$ cat src/rtl/intc_pkg.sv
package intc_pkg;
  // Source bit positions; requesters and software rely on these.
  localparam int SRC_RX_DMA  = 0;
  localparam int SRC_RX_PKT  = 1;
  localparam int SRC_RX_HIGH = 2;
  localparam int SRC_TX_DMA  = 3;
  localparam int SRC_TX_PKT  = 4;
  localparam int SRC_TX_LOW  = 5;
  localparam int SRC_TX_FULL = 6;
  localparam int SRC_RSV     = 7;

  // Strobes from the status datapath to the delivery control.
  typedef struct packed {
    logic post;     // accepted post with a qualified source
    logic noDelay;  // qualified set holds an immediate-class source
    logic kick;     // software write asks for immediate delivery
    logic enNext;   // enable value after this edge
    logic effZero;  // status AND mask is zero after this edge
  } intcStrobes_t;
endpackage

$ cat src/rtl/intc_status.sv
module intc_status
  import intc_pkg::*;
#(
  parameter int              NSRC         = 8,
  parameter logic [NSRC-1:0] RSV_MASK     = '0,
  parameter logic [NSRC-1:0] NODELAY_MASK = '0,
  parameter logic [NSRC-1:0] RESET_MASK   = '0
) (
  input  logic            clk,
  input  logic            rstN,
  input  logic [NSRC-1:0] postReq,
  input  logic            clrWr,
  input  logic [NSRC-1:0] clrData,
  input  logic            maskWr,
  input  logic [NSRC-1:0] maskData,
  input  logic            enWr,
  input  logic            enData,
  input  logic            rxBufEmpty,
  input  logic            txBufFull,
  output logic [NSRC-1:0] status,
  output logic [NSRC-1:0] mask,
  output logic            en,
  output logic            reqErr,
  output intcStrobes_t    strobes
);
  logic            rxArmed, txArmed;
  logic            rsvPost, rsvClr, postOk, clrOk;
  logic [NSRC-1:0] postEff, clrEff, statusNext, maskNext, effNext, trig;
  logic            enNext, rxTake, txTake;

  always_comb begin
    rsvPost    = |(postReq & RSV_MASK);
    rsvClr     = clrWr & (|(clrData & RSV_MASK));
    postOk     = (|postReq) & ~rsvPost;
    clrOk      = clrWr & ~rsvClr;
    postEff    = postOk ? postReq : '0;
    clrEff     = clrOk ? clrData : '0;
    statusNext = (status & ~clrEff) | postEff;
    maskNext   = maskWr ? maskData : mask;
    enNext     = enWr ? enData : en;
    effNext    = statusNext & maskNext;
    rxTake     = postEff[SRC_RX_HIGH] & maskNext[SRC_RX_HIGH] & rxArmed;
    txTake     = postEff[SRC_TX_LOW] & maskNext[SRC_TX_LOW] & txArmed;
    trig       = effNext;
    trig[SRC_RX_HIGH] = rxTake;
    trig[SRC_TX_LOW]  = txTake;
    strobes.post    = postOk & (|trig);
    strobes.noDelay = |(trig & NODELAY_MASK);
    strobes.kick    = (|effNext) & enNext &
                      (~en | (maskWr & (maskData != mask)));
    strobes.enNext  = enNext;
    strobes.effZero = ~(|effNext);
  end

  always_ff @(posedge clk) begin
    if (!rstN) begin
      status  <= '0;
      mask    <= RESET_MASK;
      en      <= 1'b0;
      reqErr  <= 1'b0;
      rxArmed <= 1'b1;
      txArmed <= 1'b1;
    end else begin
      status  <= statusNext;
      mask    <= maskNext;
      en      <= enNext;
      reqErr  <= rsvPost | rsvClr;
      rxArmed <= rxBufEmpty | (rxArmed & ~rxTake);
      txArmed <= txBufFull | (txArmed & ~txTake);
    end
  end
endmodule

$ cat src/rtl/intc_sched.sv
module intc_sched
  import intc_pkg::*;
#(
  parameter int DLY_W = 8
) (
  input  logic             clk,
  input  logic             rstN,
  input  logic [DLY_W-1:0] dlyCycles,
  input  intcStrobes_t     strobes,
  output logic             irq
);
  localparam logic [DLY_W:0] ONE = {{DLY_W{1'b0}}, 1'b1};

  logic             schedValid, schedNext, fireNow, keepOld;
  logic [DLY_W-1:0] cnt, cntNext;

  always_comb begin
    fireNow   = 1'b0;
    schedNext = schedValid;
    cntNext   = cnt;
    keepOld   = schedValid & (({1'b0, dlyCycles} + ONE) >= {1'b0, cnt});
    if (schedValid) begin
      if (cnt <= 1) begin
        fireNow   = 1'b1;
        schedNext = 1'b0;
      end else begin
        cntNext = cnt - 1'b1;
      end
    end
    if (strobes.post && strobes.enNext) begin
      if (strobes.noDelay || dlyCycles == '0) begin
        fireNow = 1'b1;
      end else if (!keepOld) begin
        schedNext = 1'b1;
        cntNext   = dlyCycles;
      end
    end
    if (strobes.kick) fireNow = 1'b1;
    if (fireNow) schedNext = 1'b0;
    if (!strobes.enNext || strobes.effZero) begin
      fireNow   = 1'b0;
      schedNext = 1'b0;
    end
  end

  always_ff @(posedge clk) begin
    if (!rstN) begin
      schedValid <= 1'b0;
      cnt        <= '0;
      irq        <= 1'b0;
    end else begin
      schedValid <= schedNext;
      cnt        <= cntNext;
      irq        <= ~strobes.effZero & (irq | fireNow);
    end
  end
endmodule

$ cat src/rtl/irq_coalesce_unit.sv
module irq_coalesce_unit
  import intc_pkg::*;
#(
  parameter int NSRC  = 8,
  parameter int DLY_W = 8
) (
  input  logic             clk,
  input  logic             rstN,
  input  logic [NSRC-1:0]  postReq,
  input  logic             clrWr,
  input  logic [NSRC-1:0]  clrData,
  input  logic             maskWr,
  input  logic [NSRC-1:0]  maskData,
  input  logic             enWr,
  input  logic             enData,
  input  logic [DLY_W-1:0] dlyCycles,
  input  logic             rxBufEmpty,
  input  logic             txBufFull,
  output logic [NSRC-1:0]  statusOut,
  output logic [NSRC-1:0]  maskOut,
  output logic             enOut,
  output logic             irqOut,
  output logic             reqErr
);
  localparam logic [NSRC-1:0] RSV_MASK     = NSRC'(1) << SRC_RSV;
  localparam logic [NSRC-1:0] NODELAY_MASK = NSRC'(1) << SRC_TX_FULL;
  localparam logic [NSRC-1:0] RESET_MASK   = (NSRC'(1) << SRC_RX_DMA) |
                                             (NSRC'(1) << SRC_RX_HIGH) |
                                             (NSRC'(1) << SRC_TX_LOW);

  intcStrobes_t strobes;

  intc_status #(
    .NSRC(NSRC), .RSV_MASK(RSV_MASK),
    .NODELAY_MASK(NODELAY_MASK), .RESET_MASK(RESET_MASK)
  ) u_status (
    .clk(clk), .rstN(rstN), .postReq(postReq), .clrWr(clrWr),
    .clrData(clrData), .maskWr(maskWr), .maskData(maskData),
    .enWr(enWr), .enData(enData), .rxBufEmpty(rxBufEmpty),
    .txBufFull(txBufFull), .status(statusOut), .mask(maskOut),
    .en(enOut), .reqErr(reqErr), .strobes(strobes)
  );

  intc_sched #(.DLY_W(DLY_W)) u_sched (
    .clk(clk), .rstN(rstN), .dlyCycles(dlyCycles),
    .strobes(strobes), .irq(irqOut)
  );
endmodule

$ cat config.mk
export PLATFORM = sky130hd
export DESIGN_NAME = irq_coalesce_unit
export DESIGN_NICKNAME = d
export VERILOG_FILES = /design/src/rtl/intc_pkg.sv /design/src/rtl/intc_status.sv /design/src/rtl/intc_sched.sv /design/src/rtl/irq_coalesce_unit.sv
export SDC_FILE = /design/constraint.sdc
export NUM_CORES = 1
export LEC_CHECK = 0
export ABC_AREA = 1
export BUFFER_PORTS_ARGS = -buffer_cell sky130_fd_sc_hd__buf_4
export CAP_MARGIN = 10
export CELL_PAD_IN_SITES_DETAIL_PLACEMENT = 0
export CELL_PAD_IN_SITES_GLOBAL_PLACEMENT = 1
export CORE_UTILIZATION = 32
export CTS_CLUSTER_DIAMETER = 60
export DETAILED_ROUTE_END_ITERATION = 8
export PLACE_DENSITY_LB_ADDON = 0.1
export SLEW_MARGIN = 15
export SYNTH_ARGS = -nofsm -noshare
export SYNTH_HDL_FRONTEND = slang
export SYNTH_SLANG_ARGS = --single-unit
$ cat constraint.sdc
create_clock -name clk -period 2.6 [get_ports clk]
set_input_delay 0.65 -clock clk [delete_from_list [all_inputs] [get_ports clk]]
set_output_delay 0.65 -clock clk [all_outputs]
set_load 0.05 [all_outputs]
==> results of run 1 <==
metrics by stage:
stage          setup slack [ns]  utilization
2_1_floorplan            0.0533            -
3_3_place_gp             -0.223        0.438
3_5_place_dp             -0.261        0.438
4_1_cts                  0.0299        0.452
5_1_grt                -0.00682        0.463
6_report                  0.172        0.463
placed cells by master, fill, tap and decap left out, types with 8 or more instances in the layout:
cell type / n
sky130_fd_sc_hd__or2_2: 9
sky130_fd_sc_hd__ha_1: 11
sky130_fd_sc_hd__nor2_1: 44
sky130_fd_sc_hd__nand2_1: 87
sky130_fd_sc_hd__buf_4: 73
sky130_fd_sc_hd__o21ai_0: 8
sky130_fd_sc_hd__inv_1: 46
sky130_fd_sc_hd__nand3_1: 25
sky130_fd_sc_hd__a21oi_1: 17
sky130_fd_sc_hd__dfxtp_1: 30
area by class of cell:
class                   count  area share
inverters                  48      0.0642
well taps                  75      0.0334
clock buffers               6      0.0294
flip-flops and latches     30       0.214
repair buffers             73       0.195
multi-input cells         244       0.464
flip-flops by register name (all words and copies together), names as in the netlist:
signal,count
u_sched.irq,1
u_status.mask,8
u_status.txArmed,1
u_status.rxArmed,1
u_sched.cnt,8
u_status.reqErr,1
u_sched.schedValid,1
u_status.en,1
u_status.status,8
tightest hold or removal path, delay by kind of cell, from the launching register on:
family        cells  cell delay, ns
flops             1            0.32
simple gates      1            0.06
buf+inv           1            0.03
final timing paths:
| path | cells past startpoint | slack [ns] | endpoint |
|---|---|---|---|
| max | 17 | 0.17 | u_sched.cnt[3] |
| min | 2 | 0.45 | u_status.status[7] |
| max reg2reg | 14 | 0.68 | u_sched.cnt[3] |
| min reg2reg | 2 | 0.45 | u_status.status[7] |
per-layer routing:
metal | part of all wire | global-route usage | vias to the layer above
met5 | 0 | 0 | -
met4 | 0.0072 | 0.0421 | 0
met3 | 0.040 | 0.0356 | 5
met2 | 0.43 | 0.270 | 41
met1 | 0.53 | 0.238 | 912
li1 | - | - | 1181
power by group through the flow:
stage,clock [mW],combinational (mW),sequential (mW)
after floorplan,0,0.223,0.589
after global placement,0,0.438,0.528
after detailed placement,0,0.439,0.528
after CTS,0.387,0.441,0.518
after global routing,0.405,0.517,0.522
final,0.368,0.458,0.518
logic make-up (layout without fill, tap and decap cells):
logic type                 count (synthesis)  after routing  synth area share
and+or+nand+nor                          184            186             0.390
adders and majority gates                 12             12            0.0733
buffers and inverters                     53            127             0.106
AOI/OAI and AO/OA                         35             35            0.0916
DFF                                       30             30             0.293
xor gates and xnor gates                  11             11            0.0470
==> results.ini, run 1 <==
[power]
switching_share=0.343
power.density_mw_per_mm2=479
power.internal_mw=0.883
power_frac_seq=0.385
max-vdd-ir-drop_mv=0.259
combPwrFrac=0.341
report.power.total_mw=1.34
cellLeakagePower_nw=1.49
netSwitchingPower_mw=0.461
clockPowerShare=0.274

[layout]
antenna_cells_inserted=0
layout.area.seq_um2=601
multi_input_comb_area_mm2=0.00130
syn_to_final_growth_pct=36.9
final_net_count=454
final.fill_count=667
drive_gt1_frac=0.257
final-instance-count-excl-fill=476
final_area_mm2=0.00281

[yosys]
ys_async_sr_fraction=0
synth.yosys.seq_area_share=0.293
netlist_top_cells_area=sky130_fd_sc_hd__dfxtp_1 29%, sky130_fd_sc_hd__nand2_1 16%, sky130_fd_sc_hd__inv_1 8.4%
syn_inst=325
synth_flop_cell=sky130_fd_sc_hd__dfxtp_1
synth.cells.most_frequent=89 x sky130_fd_sc_hd__nand2_1, 46 x sky130_fd_sc_hd__inv_1, 45 x sky130_fd_sc_hd__nor2_1, 30 x sky130_fd_sc_hd__dfxtp_1, 26 x sky130_fd_sc_hd__nand3_1
post-synth-top-area-cell=sky130_fd_sc_hd__dfxtp_1
synth.yosys.warnings=0
netlist.area_leader.share=0.293
post_synth_design_cell_area_mm2=0.00205
avgSynthCellArea_um2=6.31
synth_edf_count=0
syn_nets=377
yosys_register_bits=30
count_of_unique_library_cells_instantiated_by_yosys=30
yosysMostFrequentCell=sky130_fd_sc_hd__nand2_1

[sta]
timing.hold.ws_ns=0.452
setup_viol=0
relative_slew_slack=0.598
period_needed_ns=2.43
tightestPinTransition_ns=0.598
finClkSkew_ns=0.00602
fin_tns_setup_ns=0
timing_max_transition_violations_final=0
maxClockFrequency_mhz=412
timing.final.crit_share=0.934
final-hold-violation-count=0

[placed_design]
place_area_mm2=0.00266
number_of_buffers_added_on_ports=58
post-place-cells=468
dp.final_hpwl_um=4280
final_weighted_congestion_in_routability_driven_placement=0.839

[global_route]
pin_count_of_the_biggest_net_entering_global_routing=18
grt_use_total=0.172
vias_in_the_first_global_route=1921
grt_pass1_wl_um=8670
grt_antenna_before_repair=0
grt.overflow.total=0

[drt]
firstDrtPassIters=4
ant_nets=0
routed_wirelength_um=5440
vias=2139
vias_per_cell=4.49
wire_per_inst_um=11.4
drt_iter0_drc=78
detail_route.drc_violations=0

[critical_path]
critPathRequiredTime_ns=2.77
crit-reg2reg-launch=u_sched.cnt[2]
timing.critical_path.fanout_max=8
worst_ep_arrival_time_ns=2.60
maximum_single_stage_delay_on_the_critical_path_ns=0.31
crit_path_frequent_cell=sky130_fd_sc_hd__nor2_1
cp_num_buf_inv=4
setup.worst_path.start_class=input pin
critical-path-top-delay-family=simple AND/OR/NAND/NOR gates
endpoint_kind=flip-flop
critPathLaunch=dlyCycles[2]
timing.critical_path.cells=buf_4 > inv_1 > nor3_2 > buf_4 > and3_1 > nand2_1 > o21ai_0 > inv_1 > ha_1 > nand2_1 > nor2_1 > nand3_1 > nand3_2 > nand2_4 > nand4_4 > nor2_1 > nor2_1
crit_slowest_cell=sky130_fd_sc_hd__ha_1
worstSetupPathType=input pin to flip-flop

[floorplanning]
start_util=0.338
rows=28
core_area_mm2=0.00606
design.die.area_mm2=0.00673
chipWidth_um=82.0
floorplan.die.height_um=82.0
io_pins=59

[clock_tree]
cts_max_level=2
cts-root-to-sink-buffers=2
cts_made_buffers=5
worst_skew_pair.late_latency_ns=0.28
cts_sinks=30
tritoncts=built
cts_resized=0
postCtsSetupBuffers=0
clk_pin_slew_worst_paths_ns=0.06
postCtsHoldBufs=0
clockRootBuffer=sky130_fd_sc_hd__clkbuf_8

[hold_path]
hold_path_class=flip-flop to flip-flop
hold_path_startpoint=u_status.status[7]

[job]
timing.max_cap.violations=0

[status]
status=completed

No activity file was read; power rests on OpenSTA's default activity.
==> run 2: changes to the inputs <==
- CORE_UTILIZATION: 32 -> 38
- clock period: 2.6 -> 2.8 ns (I/O delays scaled with it)
==> results.ini, run 2 (synthesis results as in run 1) <==
[drt]
detail_route.drc_violations=0
wire_per_inst_um=11.0
routed_wirelength_um=5100
ant_nets=0
firstDrtPassIters=4
vias_per_cell=4.48
vias=2072
drt_iter0_drc=74

[hold_path]
hold_path_class=flip-flop to flip-flop
hold_path_startpoint=u_sched.irq

[placed_design]
dp.final_hpwl_um=4100
final_weighted_congestion_in_routability_driven_placement=0.778
number_of_buffers_added_on_ports=58
place_worst_setup_slack_ns=-0.159

[critical_path]
critical-path-top-delay-family=simple AND/OR/NAND/NOR gates
cp_num_buf_inv=2
crit-reg2reg-launch=u_sched.cnt[4]
critPathLaunch=dlyCycles[0]
endpoint_kind=flip-flop
worst_ep_arrival_time_ns=2.73
worstSetupPathType=input pin to flip-flop
timing.critical_path.fanout_max=9
crit_slowest_cell=sky130_fd_sc_hd__ha_1
setup.worst_path.start_class=input pin
critPathRequiredTime_ns=2.97
maximum_single_stage_delay_on_the_critical_path_ns=0.28
timing.critical_path.cells=buf_4 > ha_1 > nand2_1 > nor2_1 > xnor2_1 > inv_1 > ha_1 > nand2_1 > nor2_1 > nand2_1 > nand2_1 > o21ai_1 > nand2_1 > nand2_1 > nand3_1 > nand2_2 > nand4_4 > o21ai_0 > nor2_1
crit_path_frequent_cell=sky130_fd_sc_hd__nand2_1

[sta]
finClkSkew_ns=0.00797
timing.hold.ws_ns=0.451
final-hold-violation-count=0
maxClockFrequency_mhz=391
setup_viol=0
relative_slew_slack=0.586
fin_tns_setup_ns=0
timing.final.ws_setup_ns=0.239
timing_max_transition_violations_final=0
tightestPinTransition_ns=0.615
timing.final.crit_share=0.915
period_needed_ns=2.56

[floorplanning]
core_area_mm2=0.00514
start_util=0.399
design.die.area_mm2=0.00569
floorplan.die.height_um=75.4
rows=26
chipWidth_um=75.4
io_pins=59

[status]
status=completed

[global_route]
grt_pass1_wl_um=8360
grt_use_total=0.193
grt.overflow.total=0
grt_antenna_before_repair=0
pin_count_of_the_biggest_net_entering_global_routing=20
global_route.usage.met3=0.0397
grt_util_met1=0.270
vias_in_the_first_global_route=1876
met2_track_demand_over_resource=0.308
globalRoute.busiestLayer=met2

[power]
combPwrFrac=0.330
switching_share=0.339
power.density_mw_per_mm2=454
power.internal_mw=0.808
max-vdd-ir-drop_mv=0.281
clockPowerShare=0.277
netSwitchingPower_mw=0.415
cellLeakagePower_nw=1.43
power_frac_seq=0.394

[layout]
commonest_cells_after_routing_fill_and_taps_aside=88 x sky130_fd_sc_hd__nand2_1, 65 x sky130_fd_sc_hd__buf_4, 46 x sky130_fd_sc_hd__inv_1
drive_gt1_frac=0.227
layout.cells.most_common=sky130_fd_sc_hd__nand2_1
final_net_count=445
reg.largest.list=u_sched.cnt: 8 flops, u_status.mask: 8 flops, u_status.status: 8 flops
antenna_cells_inserted=0
syn_to_final_growth_pct=31.5

[clock_tree]
cts-root-to-sink-buffers=2
tritoncts=built
cts_sinks=30
cts_max_level=2
cts_made_buffers=5
clk_pin_slew_worst_paths_ns=0.06
worst_skew_pair.late_latency_ns=0.28
clockRootBuffer=sky130_fd_sc_hd__clkbuf_8

[job]
timing.max_cap.violations=0

run 2: timing repair:
item	CTS	global route
hold buffers	0	0
setup endpoints to repair	0	9
resized for setup	0	3
buffers inserted	0	0
run 2: metrics by stage:
step                power (mW)  area, um2  utilization  std cells
CTS                       1.23       2670        0.520        461
detailed placement       0.888       2590        0.504        455
floorplan                0.754       2050            -        325
global placement         0.886       2590        0.504        455
finish                    1.22       2700        0.524        462
global route              1.32       2700        0.524        462
run 2: power by group through the flow:
stage / Sequential, mW / Combinational [mW] / Clock [mW]
final: 0.482 / 0.403 / 0.338
after global routing: 0.486 / 0.456 / 0.374
after CTS: 0.482 / 0.399 / 0.351
after detailed placement: 0.491 / 0.397 / 0
after global placement: 0.491 / 0.396 / 0
after floorplan: 0.547 / 0.207 / 0
run 2: path summary, 6_finish.rpt:
| path | to | slack (ns) | cells past startpoint |
|---|---|---|---|
| setup / recovery | u_sched.cnt[4] | 0.24 | 19 |
| hold / removal | u_sched.irq | 0.45 | 2 |
| setup reg to reg | u_sched.cnt[4] | 0.82 | 14 |
| hold reg to reg | u_sched.irq | 0.45 | 2 |
run 2: area by class of cell:
| type | instances | area [um2] |
|---|---|---|
| multi-input cells | 243 | 1260 |
| flip-flops and latches | 30 | 601 |
| repair buffers | 65 | 488 |
| fillers | 570 | 2440 |
| well taps | 70 | 87.6 |
| inverters | 48 | 180 |
| clock buffers | 6 | 82.6 |
run 2: per-layer routing:
| metal | vias up | share of wire |
|---|---|---|
| li1 | 1151 | - |
| met1 | 884 | 0.52 |
| met2 | 34 | 0.44 |
| met3 | 3 | 0.041 |
| met4 | 0 | 0.0031 |
| met5 | - | 0 |
run 2: tightest hold or removal path: cells and delay by family, from the launching register on:
family,cells,cell delay [ns]
AO/OA/AOI/OAI,1,0.05
buffers and inverters,1,0.05
flip-flops,1,0.31
==> run 3: changes to the inputs <==
- REMOVE_ABC_BUFFERS: default -> 1
==> results.ini, run 3 (synthesis results as in run 1) <==
[status]
status=completed

[layout]
final_area_mm2=0.00275
multi_input_comb_area_mm2=0.00129
layout.cells.most_common=sky130_fd_sc_hd__nand2_1
final.fill_count=550
final_net_count=448
syn_to_final_growth_pct=34.2
commonest_cells_after_routing_fill_and_taps_aside=88 x sky130_fd_sc_hd__nand2_1, 67 x sky130_fd_sc_hd__buf_4, 46 x sky130_fd_sc_hd__inv_1
layout.area.seq_um2=601
reg.largest.list=u_sched.cnt: 8 flops, u_status.mask: 8 flops, u_status.status: 8 flops
drive_gt1_frac=0.237
final-instance-count-excl-fill=467
antenna_cells_inserted=0

[sta]
maxClockFrequency_mhz=398
finClkSkew_ns=0.00375
timing.final.crit_share=0.897
timing_max_transition_violations_final=0
relative_slew_slack=0.559
grt_setup_unrepaired=false
period_needed_ns=2.51
setup_viol=0
timing.hold.ws_ns=0.459
final-hold-violation-count=0
tightestPinTransition_ns=0.655

[critical_path]
critPathRequiredTime_ns=3.03
setup.worst_path.start_class=input pin
endpoint_kind=flip-flop
worst_ep_arrival_time_ns=2.74
timing.critical_path.fanout_max=8
worstSetupPathType=input pin to flip-flop

[clock_tree]
postCtsSetupBuffers=0
cts_max_level=2
cts_sinks=30
worst_skew_pair.late_latency_ns=0.29
clockRootBuffer=sky130_fd_sc_hd__clkbuf_8
tritoncts=built
cts-root-to-sink-buffers=2
cts_made_buffers=5
clk_pin_slew_worst_paths_ns=0.06
postCtsHoldBufs=0

[floorplanning]
design.die.area_mm2=0.00569
rows=26
start_util=0.399
core_area_mm2=0.00514
io_pins=59
chipWidth_um=75.4
floorplan.die.height_um=75.4

[global_route]
met2_track_demand_over_resource=0.288
grt_antenna_before_repair=0
grt_util_met1=0.292
grt_use_total=0.199
grt.overflow.total=0
pin_count_of_the_biggest_net_entering_global_routing=18
global_route.usage.met3=0.0384
globalRoute.busiestLayer=met1
grt_pass1_wl_um=8380
vias_in_the_first_global_route=1833

[drt]
detail_route.drc_violations=0
ant_nets=0
vias=2137
routed_wirelength_um=5220
drt_iter0_drc=85
firstDrtPassIters=4
vias_per_cell=4.58
wire_per_inst_um=11.2

[placed_design]
final_weighted_congestion_in_routability_driven_placement=0.817
number_of_buffers_added_on_ports=58
dp.final_hpwl_um=4140
post-place-cells=457
place_area_mm2=0.00260

[power]
cellLeakagePower_nw=1.46
max-vdd-ir-drop_mv=0.325
power.density_mw_per_mm2=460

[job]
timing.max_cap.violations=0

[hold_path]
hold_path_class=flip-flop to flip-flop

run 3: cell types whose count changed in the layout (fill, tap and decap cells not counted):
cell	delta
sky130_fd_sc_hd__buf_4	+2
sky130_fd_sc_hd__clkbuf_1	+1
sky130_fd_sc_hd__clkinv_2	+1
sky130_fd_sc_hd__nand2_2	-1
sky130_fd_sc_hd__nand2_4	+1
sky130_fd_sc_hd__nand4_4	+1
sky130_fd_sc_hd__nor3_1	-1
sky130_fd_sc_hd__nor3_2	+1
sky130_fd_sc_hd__o21ai_0	-1
sky130_fd_sc_hd__o21ai_1	+1
run 3: routing by layer:
layer | wire [um] | vias up | part of all wire
met5 | 0 | - | 0
met4 | 75 | 0 | 0.014
met3 | 239 | 7 | 0.046
met2 | 2110 | 47 | 0.40
met1 | 2790 | 916 | 0.54
li1 | - | 1167 | -
run 3: timing repair:
item,4_1_cts,5_1_grt
endpoints found under the setup margin,0,9
resized for setup,0,7
endpoints found under the hold margin,0,0
run 3: critical path: stages:
cell                      delay (ns)
sky130_fd_sc_hd__buf_4          0.12
sky130_fd_sc_hd__ha_1           0.20
sky130_fd_sc_hd__nand2_1        0.08
sky130_fd_sc_hd__nor2_1         0.05
sky130_fd_sc_hd__xnor2_1        0.12
sky130_fd_sc_hd__inv_1          0.05
sky130_fd_sc_hd__ha_1           0.28
sky130_fd_sc_hd__nand2_1        0.11
sky130_fd_sc_hd__nor2_1         0.05
sky130_fd_sc_hd__nand2_1        0.05
sky130_fd_sc_hd__nand2_1        0.05
sky130_fd_sc_hd__o21ai_1        0.12
sky130_fd_sc_hd__nand2_1        0.06
sky130_fd_sc_hd__nand2_1        0.05
sky130_fd_sc_hd__nand3_1        0.11
sky130_fd_sc_hd__nand2_4        0.13
sky130_fd_sc_hd__nand4_4        0.15
sky130_fd_sc_hd__nand2_1        0.11
sky130_fd_sc_hd__nand3_1        0.06
sky130_fd_sc_hd__nor2_1         0.08
run 3: report_power, final:
group          leakage (nW)  internal (mW)  switching [mW]  total, mW
sequential            0.247          0.458          0.0240      0.482
clock                0.0482          0.198           0.168      0.366
combinational          1.16          0.166           0.251      0.417
total                  1.46          0.822           0.442       1.26
run 3: through the flow:
step	power [mW]	util	worst slack (ns)	TNS (ns)
floorplan	0.745	-	0.224	0
global placement	0.892	0.507	-0.0952	-0.444
detailed placement	0.894	0.507	-0.132	-0.707
CTS	1.26	0.524	0.170	0
global route	1.35	0.535	0.0379	0
finish	1.26	0.535	0.288	0
run 3: area by class of cell:
cell class              count  share of cell area
flip-flops and latches     30               0.218
multi-input cells         244               0.468
clock buffers               7              0.0314
clock inverters             1             0.00182
repair buffers             67               0.183
well taps                  70              0.0318
inverters                  48              0.0655
run 3: path summary, 6_finish.rpt:
kind	from	endpoint	slack (ns)	cells after the start
setup / recovery	dlyCycles[0]	u_sched.schedValid	0.29	20
hold / removal	u_status.status[7]	u_status.status[7]	0.46	2
hold reg to reg	u_status.status[7]	u_status.status[7]	0.46	2
setup reg to reg	u_sched.cnt[4]	u_sched.schedValid	0.83	15
